[config.mk]
export PLATFORM = sky130hd
export DESIGN_NAME = rsb_unit
export DESIGN_NICKNAME = d
export VERILOG_FILES = /design/src/rtl/rsb_pkg.sv /design/src/rtl/rsb_shift_core.sv /design/src/rtl/rsb_bit_core.sv /design/src/rtl/rsb_unit.sv
export SDC_FILE = /design/constraint.sdc
export NUM_CORES = 1
export LEC_CHECK = 0
export BUFFER_PORTS_ARGS = -buffer_cell sky130_fd_sc_hd__buf_4
export CORE_MARGIN = 8
export CORE_UTILIZATION = 30
export DETAILED_ROUTE_END_ITERATION = 8
export PLACE_DENSITY = 0.68
export SYNTH_ARGS = -nofsm -noshare
export SYNTH_HDL_FRONTEND = slang
export SYNTH_SLANG_ARGS = --single-unit
[constraint.sdc]
create_clock -name vclk -period 2.77
set_input_delay 0.277 -clock vclk [all_inputs]
set_output_delay 0.277 -clock vclk [all_outputs]
set_load 0.01 [all_outputs]
[src/rtl/rsb_pkg.sv]
package rsb_pkg;
  localparam int unsigned BYTE_W = 8;
  localparam int unsigned IDX_W  = $clog2(BYTE_W);

  typedef enum logic [1:0] {
    CLS_SHIFT = 2'b00,
    CLS_TEST  = 2'b01,
    CLS_CLEAR = 2'b10,
    CLS_SET   = 2'b11
  } op_class_e;

  typedef enum logic [2:0] {
    SH_ROTL_CIRC = 3'd0,
    SH_ROTR_CIRC = 3'd1,
    SH_ROTL_CARR = 3'd2,
    SH_ROTR_CARR = 3'd3,
    SH_SHL_ZERO  = 3'd4,
    SH_SHR_SIGN  = 3'd5,
    SH_SHL_ONE   = 3'd6,
    SH_SHR_ZERO  = 3'd7
  } shift_kind_e;

  typedef struct packed {
    logic s;
    logic z;
    logic f5;
    logic h;
    logic f3;
    logic pv;
    logic n;
    logic c;
  } flag_t;
endpackage

[src/rtl/rsb_shift_core.sv]
module rsb_shift_core
  import rsb_pkg::*;
#(
  parameter int unsigned W = BYTE_W
) (
  input  shift_kind_e  kind,
  input  logic [W-1:0] din,
  input  logic         cin,
  output logic [W-1:0] dout,
  output logic         cout
);
  localparam int unsigned MSB = W - 1;

  always_comb begin
    dout = din;
    cout = 1'b0;
    unique case (kind)
      SH_ROTL_CIRC: begin dout = {din[MSB-1:0], din[MSB]}; cout = din[MSB]; end
      SH_ROTR_CIRC: begin dout = {din[0], din[MSB:1]};     cout = din[0];   end
      SH_ROTL_CARR: begin dout = {din[MSB-1:0], cin};      cout = din[MSB]; end
      SH_ROTR_CARR: begin dout = {cin, din[MSB:1]};        cout = din[0];   end
      SH_SHL_ZERO:  begin dout = {din[MSB-1:0], 1'b0};     cout = din[MSB]; end
      SH_SHR_SIGN:  begin dout = {din[MSB], din[MSB:1]};   cout = din[0];   end
      SH_SHL_ONE:   begin dout = {din[MSB-1:0], 1'b1};     cout = din[MSB]; end
      SH_SHR_ZERO:  begin dout = {1'b0, din[MSB:1]};       cout = din[0];   end
      default:      begin dout = din;                      cout = 1'b0;     end
    endcase
  end

  // the vacated end of the through-carry rotates must hold the old carry
  always_comb begin
    if (kind == SH_ROTL_CARR) p_rotl_carry_in_r2: assert (dout[0] == cin);
    if (kind == SH_ROTR_CARR) p_rotr_carry_in_r2: assert (dout[MSB] == cin);
    if (kind == SH_SHR_SIGN)  p_sign_kept_r3:     assert (dout[MSB] == din[MSB]);
  end
endmodule

[src/rtl/rsb_bit_core.sv]
module rsb_bit_core
  import rsb_pkg::*;
#(
  parameter int unsigned W = BYTE_W
) (
  input  logic [IDX_W-1:0] idx,
  input  logic             set_not_clear,
  input  logic [W-1:0]     din,
  input  logic             cin,
  output logic [W-1:0]     dmod,
  output flag_t            tflags
);
  localparam int unsigned MSB = W - 1;

  logic [W-1:0] onehot;
  logic         picked;

  generate
    for (genvar g = 0; g < W; g++) begin : g_sel
      assign onehot[g] = (idx == IDX_W'(g));
    end
  endgenerate

  assign picked = |(din & onehot);
  assign dmod   = set_not_clear ? (din | onehot) : (din & ~onehot);

  always_comb begin
    tflags    = '0;
    tflags.z  = ~picked;
    tflags.pv = ~picked;
    tflags.h  = 1'b1;
    tflags.n  = 1'b0;
    tflags.c  = cin;
    tflags.s  = onehot[MSB] & din[MSB];
    tflags.f5 = onehot[5]   & din[5];
    tflags.f3 = onehot[3]   & din[3];
  end

  always_comb begin
    p_zero_vs_bit_r5: assert (tflags.z == ~din[idx]);
    p_sign_only_b7_r6: assert (!tflags.s || (idx == IDX_W'(MSB)));
  end
endmodule

[src/rtl/rsb_unit.sv]
module rsb_unit
  import rsb_pkg::*;
#(
  parameter int unsigned W = BYTE_W
) (
  input  logic [7:0]   opcode,
  input  logic [W-1:0] operand,
  input  logic [7:0]   flags_in,
  output logic [W-1:0] result,
  output logic         wr_en,
  output logic [7:0]   flags_out
);
  localparam int unsigned MSB = W - 1;

  op_class_e        cls;
  logic [2:0]       sub;
  flag_t            fin;
  logic [W-1:0]     sh_res;
  logic             sh_c;
  logic [W-1:0]     bit_res;
  flag_t            bit_fl;
  flag_t            sh_fl;
  flag_t            fout;

  assign cls = op_class_e'(opcode[7:6]);
  assign sub = opcode[5:3];
  assign fin = flag_t'(flags_in);

  rsb_shift_core #(.W(W)) u_shift (
    .kind (shift_kind_e'(sub)),
    .din  (operand),
    .cin  (fin.c),
    .dout (sh_res),
    .cout (sh_c)
  );

  rsb_bit_core #(.W(W)) u_bit (
    .idx           (sub[IDX_W-1:0]),
    .set_not_clear (opcode[6]),
    .din           (operand),
    .cin           (fin.c),
    .dmod          (bit_res),
    .tflags        (bit_fl)
  );

  always_comb begin
    sh_fl    = '0;
    sh_fl.s  = sh_res[MSB];
    sh_fl.z  = (sh_res == '0);
    sh_fl.f5 = sh_res[5];
    sh_fl.f3 = sh_res[3];
    sh_fl.pv = ~^sh_res;
    sh_fl.c  = sh_c;
  end

  always_comb begin
    result = operand;
    wr_en  = 1'b1;
    fout   = fin;
    unique case (cls)
      CLS_SHIFT: begin result = sh_res;  fout = sh_fl;  end
      CLS_TEST:  begin result = operand; fout = bit_fl; wr_en = 1'b0; end
      CLS_CLEAR,
      CLS_SET:   begin result = bit_res; fout = fin;    end
      default:   begin result = operand; fout = fin;    end
    endcase
  end

  assign flags_out = fout;

  always_comb begin
    if (cls == CLS_TEST) p_test_no_write_r7: assert (!wr_en && result == operand);
    if (cls == CLS_SET || cls == CLS_CLEAR) p_flags_kept_r8: assert (flags_out == flags_in);
    if (cls == CLS_SHIFT) p_parity_even_r4: assert (flags_out[2] == ~^result);
    if (cls == CLS_SHIFT) p_halfcarry_clear_r4: assert (!flags_out[4] && !flags_out[1]);
  end
endmodule

== Word level (Yosys, flattened, before mapping) ==
Cells that the tools add are included.

* Bits in registers: 0
* Bits of input ports: 24
* Output and inout bits: 17
* Word-level logic and storage cells: 32

* Equality and inequality tests: 10
* Mux-type cells: 6
* Bitwise gates (word level): 8
* Reductions and logical operators: 8

{| class="wikitable"
|+ Operators with widths
! cell !! number
|-
| $pmux W8 S8 || 1
|-
| $pmux W8 S3 || 2
|-
| $and A8 B8 Y8 || 2
|-
| $eq A3 B3 Y1 const B || 4
|-
| $logic_not A8 Y1 || 1
|-
| $mux W8 || 1
|-
| $not A8 Y8 || 1
|-
| $or A8 B8 Y8 || 1
|-
| $reduce_or A4 Y1 || 2
|-
| $reduce_or A8 Y1 || 1
|-
| $reduce_xnor A8 Y1 || 1
|-
| $eq A3 B2 Y1 const B || 2
|-
| $eq A2 B2 Y1 const B || 2
|-
| $and A1 B1 Y1 || 3
|-
| $eq A3 B1 Y1 const B || 1
|-
| $logic_not A3 Y1 || 1
|-
| $eq A2 B1 Y1 const B || 1
|-
| $logic_not A2 Y1 || 1
|-
| $pmux W1 S2 || 1
|-
| $reduce_or A2 Y1 || 1
|-
| $mux W1 || 1
|-
| $not A1 Y1 || 1
|}

== Longest topological paths before layout ==
Gate-level depths: netlist of run 1.

* Depth after elaboration: 5
* Gate-level depth with buffers: 8

== Cells and area by module ==
A second synthesis of run 1 with hierarchy kept.

* Cells, all modules: 128
* Area total of the unflattened synthesis: 930.9 um^2

{| class="wikitable"
|+ By module, submodules not included
! module !! instances !! cells an instance !! area each (um^2)
|-
| rsb_unit || 1 || 69 || 455.4
|-
| rsb_bit_core || 1 || 41 || 324.1
|-
| rsb_shift_core || 1 || 18 || 151.4
|}

== Least setup slack after synthesis of run 1 ==
Ideal clock, no wire load.

* Path type: input to output
* Start: input opcode[4]
* End: output flags_out[2]
* Arrival time: 1.902 ns
* Path slack: 0.591 ns
* Cell stages on the path: 8
* Cells stage by stage: clkbuf_1 > or3b_2 > a21oi_1 > a21oi_1 > ha_1 > xor2_1 > xnor2_1 > o211ai_1

* Word-level cells in the longest chain between the ends: 5

{| class="wikitable"
|+ Ends and longest elaborated chain
! what !! line !! RTL
|-
| start: declaration || rsb_unit.sv:6 || <nowiki>input logic [7:0] opcode,</nowiki>
|-
| branches (longest 4 deep; another with $pmux W8 S8) || - ||
|-
| $pmux W8 S3 (*) || rsb_unit.sv:60 || <nowiki>unique case (cls)</nowiki>
|-
| end: declaration || rsb_unit.sv:11 || <nowiki>output logic [7:0] flags_out</nowiki>
|}

Every way passes the cells marked *.

== Worst setup path after layout of run 1 ==
Same ends and word-level chain as after synthesis.

==> impl_metrics.json, run 1 <==
{
  "status": "completed",
  "holdPathStages": 4,
  "netlist_area_um2": 712,
  "cts_setup_buffers": 0,
  "drt_iter0_markers": 19,
  "endpoint_kind": "primary output",
  "min_from": "flags_in[4]",
  "vdd.ir_drop.worst_uv": 109,
  "setup_viol": 0,
  "start_kind": "input pin",
  "p_comb_share_pct": 100.0,
  "fp.dieH_um": 64.7,
  "antenna_found_initial": 0,
  "cpPeakStageDelay_ps": 460,
  "cp_cell_sequence": "buf_4, or3b_2, a21oi_1, a21oi_1, ha_1, xor2_1, xnor2_1, o211ai_1, buf_4",
  "finalHoldViolations": 0,
  "synth_cells": 104,
  "cp_max_fo": 17,
  "final-seq-area_um2": 0,
  "drc": 0,
  "seq_cell_count": 0,
  "drv_cap": 0,
  "synth_nets": 132,
  "wl_mm": 2.41,
  "path_class": "in -> out",
  "synthTopCellsByCount": "nand2_1 (15), clkbuf_1 (7), mux2i_1 (7)",
  "rsz0062_at_grt": "no",
  "clock_buffers": 0,
  "ys_seq_area_share_pct": 0,
  "setup-tns-final_ps": 0,
  "cp-startpoint": "opcode[4]",
  "viasPerCell": 5.67,
  "core_area_um2": 2230,
  "drv_slew": 0,
  "post-route-period-util_pct": 84.1,
  "avgSynthCellArea_um2": 6.85,
  "start_util_pct": 31.9,
  "dpl.hpwl_mm": 1.88,
  "portBuffers": 38,
  "post_cts_resized": 0,
  "wl_per_cell_um": 15.1,
  "fmax_mhz": 429,
  "netlist_top_cells_area": "mux2i_1 (9.8%), mux2_2 (7.9%), nand2_1 (7.9%)",
  "track_usage_pct": 10.8,
  "nFillCells": 230,
  "seqPwrFrac_pct": 0,
  "p_leak_nw": 0.454,
  "place.gp.congestion": 0.793,
  "power_frac_clock_pct": 0,
  "placed_area_um2": 980,
  "dp_worst_setup_slack_ps": 447,
  "grt_max_degree": 27,
  "cp_slowest_cell": "or3b_2",
  "period_minus_slack_ps": 2330,
  "synthToLayoutAreaGrowth_pct": 37.6,
  "power_uw": 201,
  "die_w_um": 64.7,
  "slew_headroom_pct": 75.4,
  "finalInstanceArea_um2": 980,
  "yosysMostFrequentCell": "nand2_1",
  "intPower_uw": 101,
  "worst_pin_slew_ps": 368,
  "holdWs_ps": 834,
  "dieArea_um2": 4190,
  "firstDrtPassIters": 4,
  "fin_ws_ps": 441,
  "cp.arrival_ps": 2050,
  "ys_warn_count": 0,
  "drive_gt1_share_pct": 35.9,
  "vias": 902,
  "grt_pass1_vias": 906,
  "antenna_cells": 0,
  "multiInputGateArea_um2": 641,
  "power.switching_uw": 99.8,
  "min_to": "flags_out[4]",
  "synth_top_area_share_pct": 9.84,
  "required_ps": 2490,
  "nets": 161,
  "grt_pass1_wl_mm": 3.93,
  "io_pins": 41,
  "yosysUniqueCellTypes": 36,
  "hp-class": "in -> out",
  "yosys.area.top_type": "mux2i_1",
  "grt-ovfl-total": 0,
  "drt.antenna.violating_nets": 0,
  "p_sw_share_pct": 49.8,
  "power_density_nw_per_um2": 205,
  "num_rows": 17,
  "holdBufCountCts": 0
}
==> power groups by stage <==
stage	Sequential [mW]	Combinational [mW]	Clock, mW
floorplan	0	0.120	0
global placement	0	0.197	0
detailed placement	0	0.202	0
CTS	0	0.202	0
global route	0	0.221	0
finish	0	0.201	0
==> per-stage QoR <==
stage                     util (%)  instances
after floorplan                  -        104
after global placement        43.9        159
after detailed placement      43.9        159
after CTS                     43.9        159
after global routing          43.9        159
final                         43.9        159
==> cells in the final DEF, fill, tap and decap left out, types with 2 or more instances in the layout <==
cell,instances
nand2_1,15
o22ai_1,2
nor3_1,2
mux2i_1,7
ha_1,4
a21oi_1,6
inv_1,5
nor2b_1,2
nand3_1,5
o221ai_1,6
xnor2_1,2
nor2_1,3
mux2_2,5
buf_4,38
o21ai_0,4
o211ai_1,4
a31oi_1,4
==> cell type report <==
| cell class | instances | share of cell area, % |
|---|---|---|
| Timing Repair Buffer | 38 | 29.1 |
| Inverter | 5 | 1.92 |
| Tap cell | 28 | 3.58 |
| Multi-Input combinational cell | 88 | 65.4 |
==> worst max path at each step <==
stage	to	slack, ps	cells past startpoint
floorplan	flags_out[2]	590	8
global placement	flags_out[2]	450	9
detailed placement	flags_out[2]	450	9
CTS	flags_out[2]	450	9
global route	flags_out[2]	350	9
finish	flags_out[2]	440	9
==> worst max-delay path: cells and delay by family <==
family	cells	cell delay, ps
XOR/XNOR	2	270
adder cells (fa/ha/maj)	1	320
AND/OR/NAND/NOR	1	460
buffers and inverters	2	320
AO/OA/AOI/OAI	3	390
==> routing by layer <==
| layer | share of wire (%) | vias up | track usage [%] |
|---|---|---|---|
| met2 | 48 | 30 | 19.3 |
| met3 | 6.1 | 2 | 2.41 |
| met1 | 45 | 416 | 13.1 |
| met4 | 0.71 | 0 | 1.36 |
| met5 | 0 | - | 0 |
| li1 | - | 454 | - |
==> logic make-up after synthesis <==
| family | after synthesis | synth area share, % |
|---|---|---|
| AOI/OAI and AO/OA | 34 | 36.0 |
| xor gates and xnor gates | 3 | 3.69 |
| adders and majority gates | 4 | 7.03 |
| buffers and inverters | 16 | 10.0 |
| muxes | 13 | 19.9 |
| and+or+nand+nor | 34 | 23.4 |
Power figures use the tool's default switching activity.
==> run 2: changes to the inputs <==
==> constraint.sdc (replaced) <==
create_clock -name vclk -period 2.2
set_input_delay 0.22 -clock vclk [all_inputs]
set_output_delay 0.22 -clock vclk [all_outputs]
set_load 0.01 [all_outputs]
==> run 2 against run 1 <==
- via count grew 3.2%
- sequential share of layout area unchanged
- combinational power grew 33%
- worst hold slack worse by 110 ps
- wire length grew 5.6%
- critical endpoint unchanged
==> impl_metrics.json, run 2 (synthesis gave the netlist of run 1 again) <==
{
  "fmax_mhz": 473,
  "io_pins": 41,
  "status": "completed",
  "path_class": "in -> out",
  "drv_cap": 0,
  "grt-ovfl-total": 0,
  "hp-class": "in -> out",
  "cp_max_fo": 16,
  "grt_pass1_vias": 877,
  "final-seq-area_um2": 0,
  "setup-tns-final_ps": 0,
  "start_util_pct": 31.9,
  "drc": 0,
  "clock_buffers": 0,
  "drv_slew": 0,
  "slew_headroom_pct": 79.9,
  "vias": 931,
  "grt_max_degree": 27,
  "rsz0062_at_grt": "no",
  "dp_worst_setup_slack_ps": 55.7,
  "grt_pass1_wl_mm": 4.01,
  "portBuffers": 38,
  "drive_gt1_share_pct": 40.0,
  "track_usage_pct": 11.0,
  "num_rows": 17,
  "finalInstanceArea_um2": 1030,
  "post-route-period-util_pct": 96.2,
  "dieArea_um2": 4190,
  "worst_pin_slew_ps": 293,
  "required_ps": 1980,
  "fp.dieH_um": 64.7,
  "period_minus_slack_ps": 2120,
  "wl_per_cell_um": 15.6,
  "firstDrtPassIters": 4,
  "finalHoldViolations": 0,
  "p_leak_nw": 0.482,
  "final_cell_mix": "buf_4 (41), nand2_1 (15), mux2i_1 (7), o221ai_1 (6)",
  "drt.antenna.violating_nets": 0,
  "wl_mm": 2.54,
  "synthToLayoutAreaGrowth_pct": 44.8,
  "antenna_found_initial": 0,
  "start_kind": "input pin",
  "dpl.hpwl_mm": 1.96,
  "holdBufCountCts": 0,
  "power_uw": 268,
  "cp.arrival_ps": 1900,
  "place.gp.congestion": 0.809,
  "antenna_cells": 0,
  "fin_ws_ps": 84.7,
  "nets": 165,
  "cts_setup_buffers": 0,
  "seq_cell_count": 0,
  "core_area_um2": 2230,
  "vdd.ir_drop.worst_uv": 127,
  "die_w_um": 64.7,
  "endpoint_kind": "primary output",
  "setup_viol": 0,
  "layout_commonest_cell": "buf_4",
  "drt_iter0_markers": 24,
  "placed_area_um2": 1010,
  "power_density_nw_per_um2": 260,
  "viasPerCell": 5.71
}
-- run 2: final cells by class --
type,count,area [um^2]
inverter,5,18.8
tap,28,35.0
multi-input combinational,88,658
fill,239,1200
timing repair buffer,42,319
-- run 2: power breakdown --
part           internal, mW  switching [mW]  total, mW  leakage (nW)
Combinational         0.137           0.131      0.268         0.482
Sequential                0               0          0             0
Clock                     0               0          0             0
-- run 2: path summary, 6_finish.rpt --
| kind | slack [ps] | cells past startpoint | endpoint | start |
|---|---|---|---|---|
| worst max-delay path | 80 | 9 | flags_out[2] | opcode[4] |
| worst min-delay path | 720 | 4 | flags_out[4] | flags_in[4] |
-- run 2: per-layer routing --
| layer | global-route usage, % | up-vias | routed length [um] |
|---|---|---|---|
| li1 | - | 458 | - |
| met1 | 13.7 | 431 | 1110 |
| met2 | 19.6 | 40 | 1210 |
| met3 | 2.06 | 2 | 188 |
| met4 | 1.09 | 0 | 29 |
| met5 | 0 | - | 0 |
-- run 2: critical path: stages --
cell      delay [ps]
buf_4            110
buf_4            180
and4b_1          230
a221oi_4         230
ha_1             310
xnor2_2          150
xnor2_1          120
o211ai_1         180
buf_4            150
-- run 2: through the flow --
stage                     instances  utilization [%]  hold WS [ps]
after floorplan                 104                -           560
after global placement          163             45.2           716
after detailed placement        163             45.2           724
after CTS                       163             45.2           724
after global routing            163             46.2           744
final                           163             46.2           723
-- run 2: timing repair --
action | 4_1_cts | 5_1_grt
resized for setup | 0 | 5
hold endpoints to repair | 0 | 0
endpoints found under the setup margin | 0 | 1
==> run 3: changes to the inputs <==
==> constraint.sdc (replaced) <==
create_clock -name vclk -period 2.6
set_input_delay 0.26 -clock vclk [all_inputs]
set_output_delay 0.26 -clock vclk [all_outputs]
set_load 0.01 [all_outputs]
==> run 3 against run 2 <==
- power shrank 20%
- first-iteration DRC count grew 4.2%
- sequential cell count is the same
- critical endpoint unchanged
- via count shrank 5.5%
- non-clock buffer count shrank 4
- critical path type unchanged
- wire length shrank 3.9%
- worst setup slack gained 220 ps
- core utilization shrank 2.3 points
==> impl_metrics.json, run 3 (synthesis gave the netlist of run 1 again) <==
{
  "drv_cap": 0,
  "num_rows": 17,
  "firstDrtPassIters": 4,
  "vias": 880,
  "dp_worst_setup_slack_ps": 305,
  "required_ps": 2340,
  "finalHoldViolations": 0,
  "post_cts_resized": 0,
  "drt_iter0_markers": 25,
  "final_cell_mix": "buf_4 (38), nand2_1 (15), mux2i_1 (7), a21oi_1 (6), o221ai_1 (6)",
  "cp.arrival_ps": 2030,
  "post-route-period-util_pct": 88.1,
  "status": "completed",
  "nFillCells": 239,
  "grt_max_degree": 27,
  "placed_area_um2": 980,
  "grt_pass1_wl_mm": 4.04,
  "fin_ws_ps": 309,
  "use_met3_pct": 2.41,
  "io_pins": 41,
  "layout_commonest_cell": "buf_4",
  "drt.antenna.violating_nets": 0,
  "synthToLayoutAreaGrowth_pct": 37.6,
  "use_met2_pct": 20.2,
  "seq_cell_count": 0,
  "fp.dieH_um": 64.7,
  "drv_slew": 0,
  "finalCoreUtilization_pct": 43.9,
  "clock_buffers": 0,
  "rsz0062_at_grt": "no",
  "portBuffers": 38,
  "nets": 161,
  "start_kind": "input pin",
  "die_w_um": 64.7,
  "place.gp.congestion": 0.794,
  "cp_slowest_cell": "or3b_2",
  "period_minus_slack_ps": 2290,
  "power_uw": 214,
  "antenna_cells": 0,
  "p_leak_nw": 0.454,
  "wl_mm": 2.44,
  "finalInstanceArea_um2": 980,
  "cts_setup_buffers": 0,
  "grt_busiest_layer": "met2",
  "cp_top_family": "simple AND/OR/NAND/NOR gates",
  "path_buf_inv": 2,
  "core_area_um2": 2230,
  "globalRouteMet1Util_pct": 13.1,
  "start_util_pct": 31.9,
  "cp_cell_sequence": "buf_4, or3b_2, a21oi_1, a21oi_1, ha_1, xor2_1, xnor2_1, o211ai_1, buf_4",
  "slew_headroom_pct": 74.3,
  "holdBufCountCts": 0,
  "dieArea_um2": 4190,
  "drc": 0,
  "antenna_found_initial": 0,
  "setup-tns-final_ps": 0,
  "cpPeakStageDelay_ps": 470,
  "endpoint_kind": "primary output",
  "grt-ovfl-total": 0,
  "setup_viol": 0,
  "path_class": "in -> out",
  "track_usage_pct": 10.9,
  "wl_per_cell_um": 15.4,
  "multiInputGateArea_um2": 641,
  "dpl.hpwl_mm": 1.90,
  "power_density_nw_per_um2": 218,
  "worst_pin_slew_ps": 384,
  "drive_gt1_share_pct": 35.9,
  "vdd.ir_drop.worst_uv": 104,
  "viasPerCell": 5.53,
  "hp-class": "in -> out",
  "fmax_mhz": 437,
  "cp_max_fo": 17,
  "grt_pass1_vias": 908,
  "final-seq-area_um2": 0
}
[run 3: metal layers]
metal	wire, um	share of wire, %	vias up
li1	-	-	453
met4	0	0	0
met3	170	7.0	0
met1	1120	46	397
met2	1160	47	30
met5	0	0	-
[run 3: stage by stage]
stage,hold WS [ps],std cells
2_1_floorplan,640,104
3_3_place_gp,796,159
3_5_place_dp,802,159
4_1_cts,802,159
5_1_grt,830,159
6_report,801,159
[run 3: area by class of cell]
type               instances  area share (%)
well taps                 28            3.58
inverters                  5            1.92
multi-input cells         88            65.4
repair buffers            38            29.1
[run 3: final timing paths]
kind,slack (ps),start,cells past startpoint,endpoint
max,310,opcode[4],9,flags_out[2]
min,800,flags_in[4],4,flags_out[4]
[run 3: power by group]
group          switching, mW  internal (mW)  total, mW
Combinational          0.107          0.107      0.214
Sequential                 0              0          0
Clock                      0              0          0
Total                  0.107          0.107      0.214
[run 3: worst min-delay path, delay by kind of cell]
kind	cells	cell delay, ps
simple gates	2	90
buf+inv	2	190
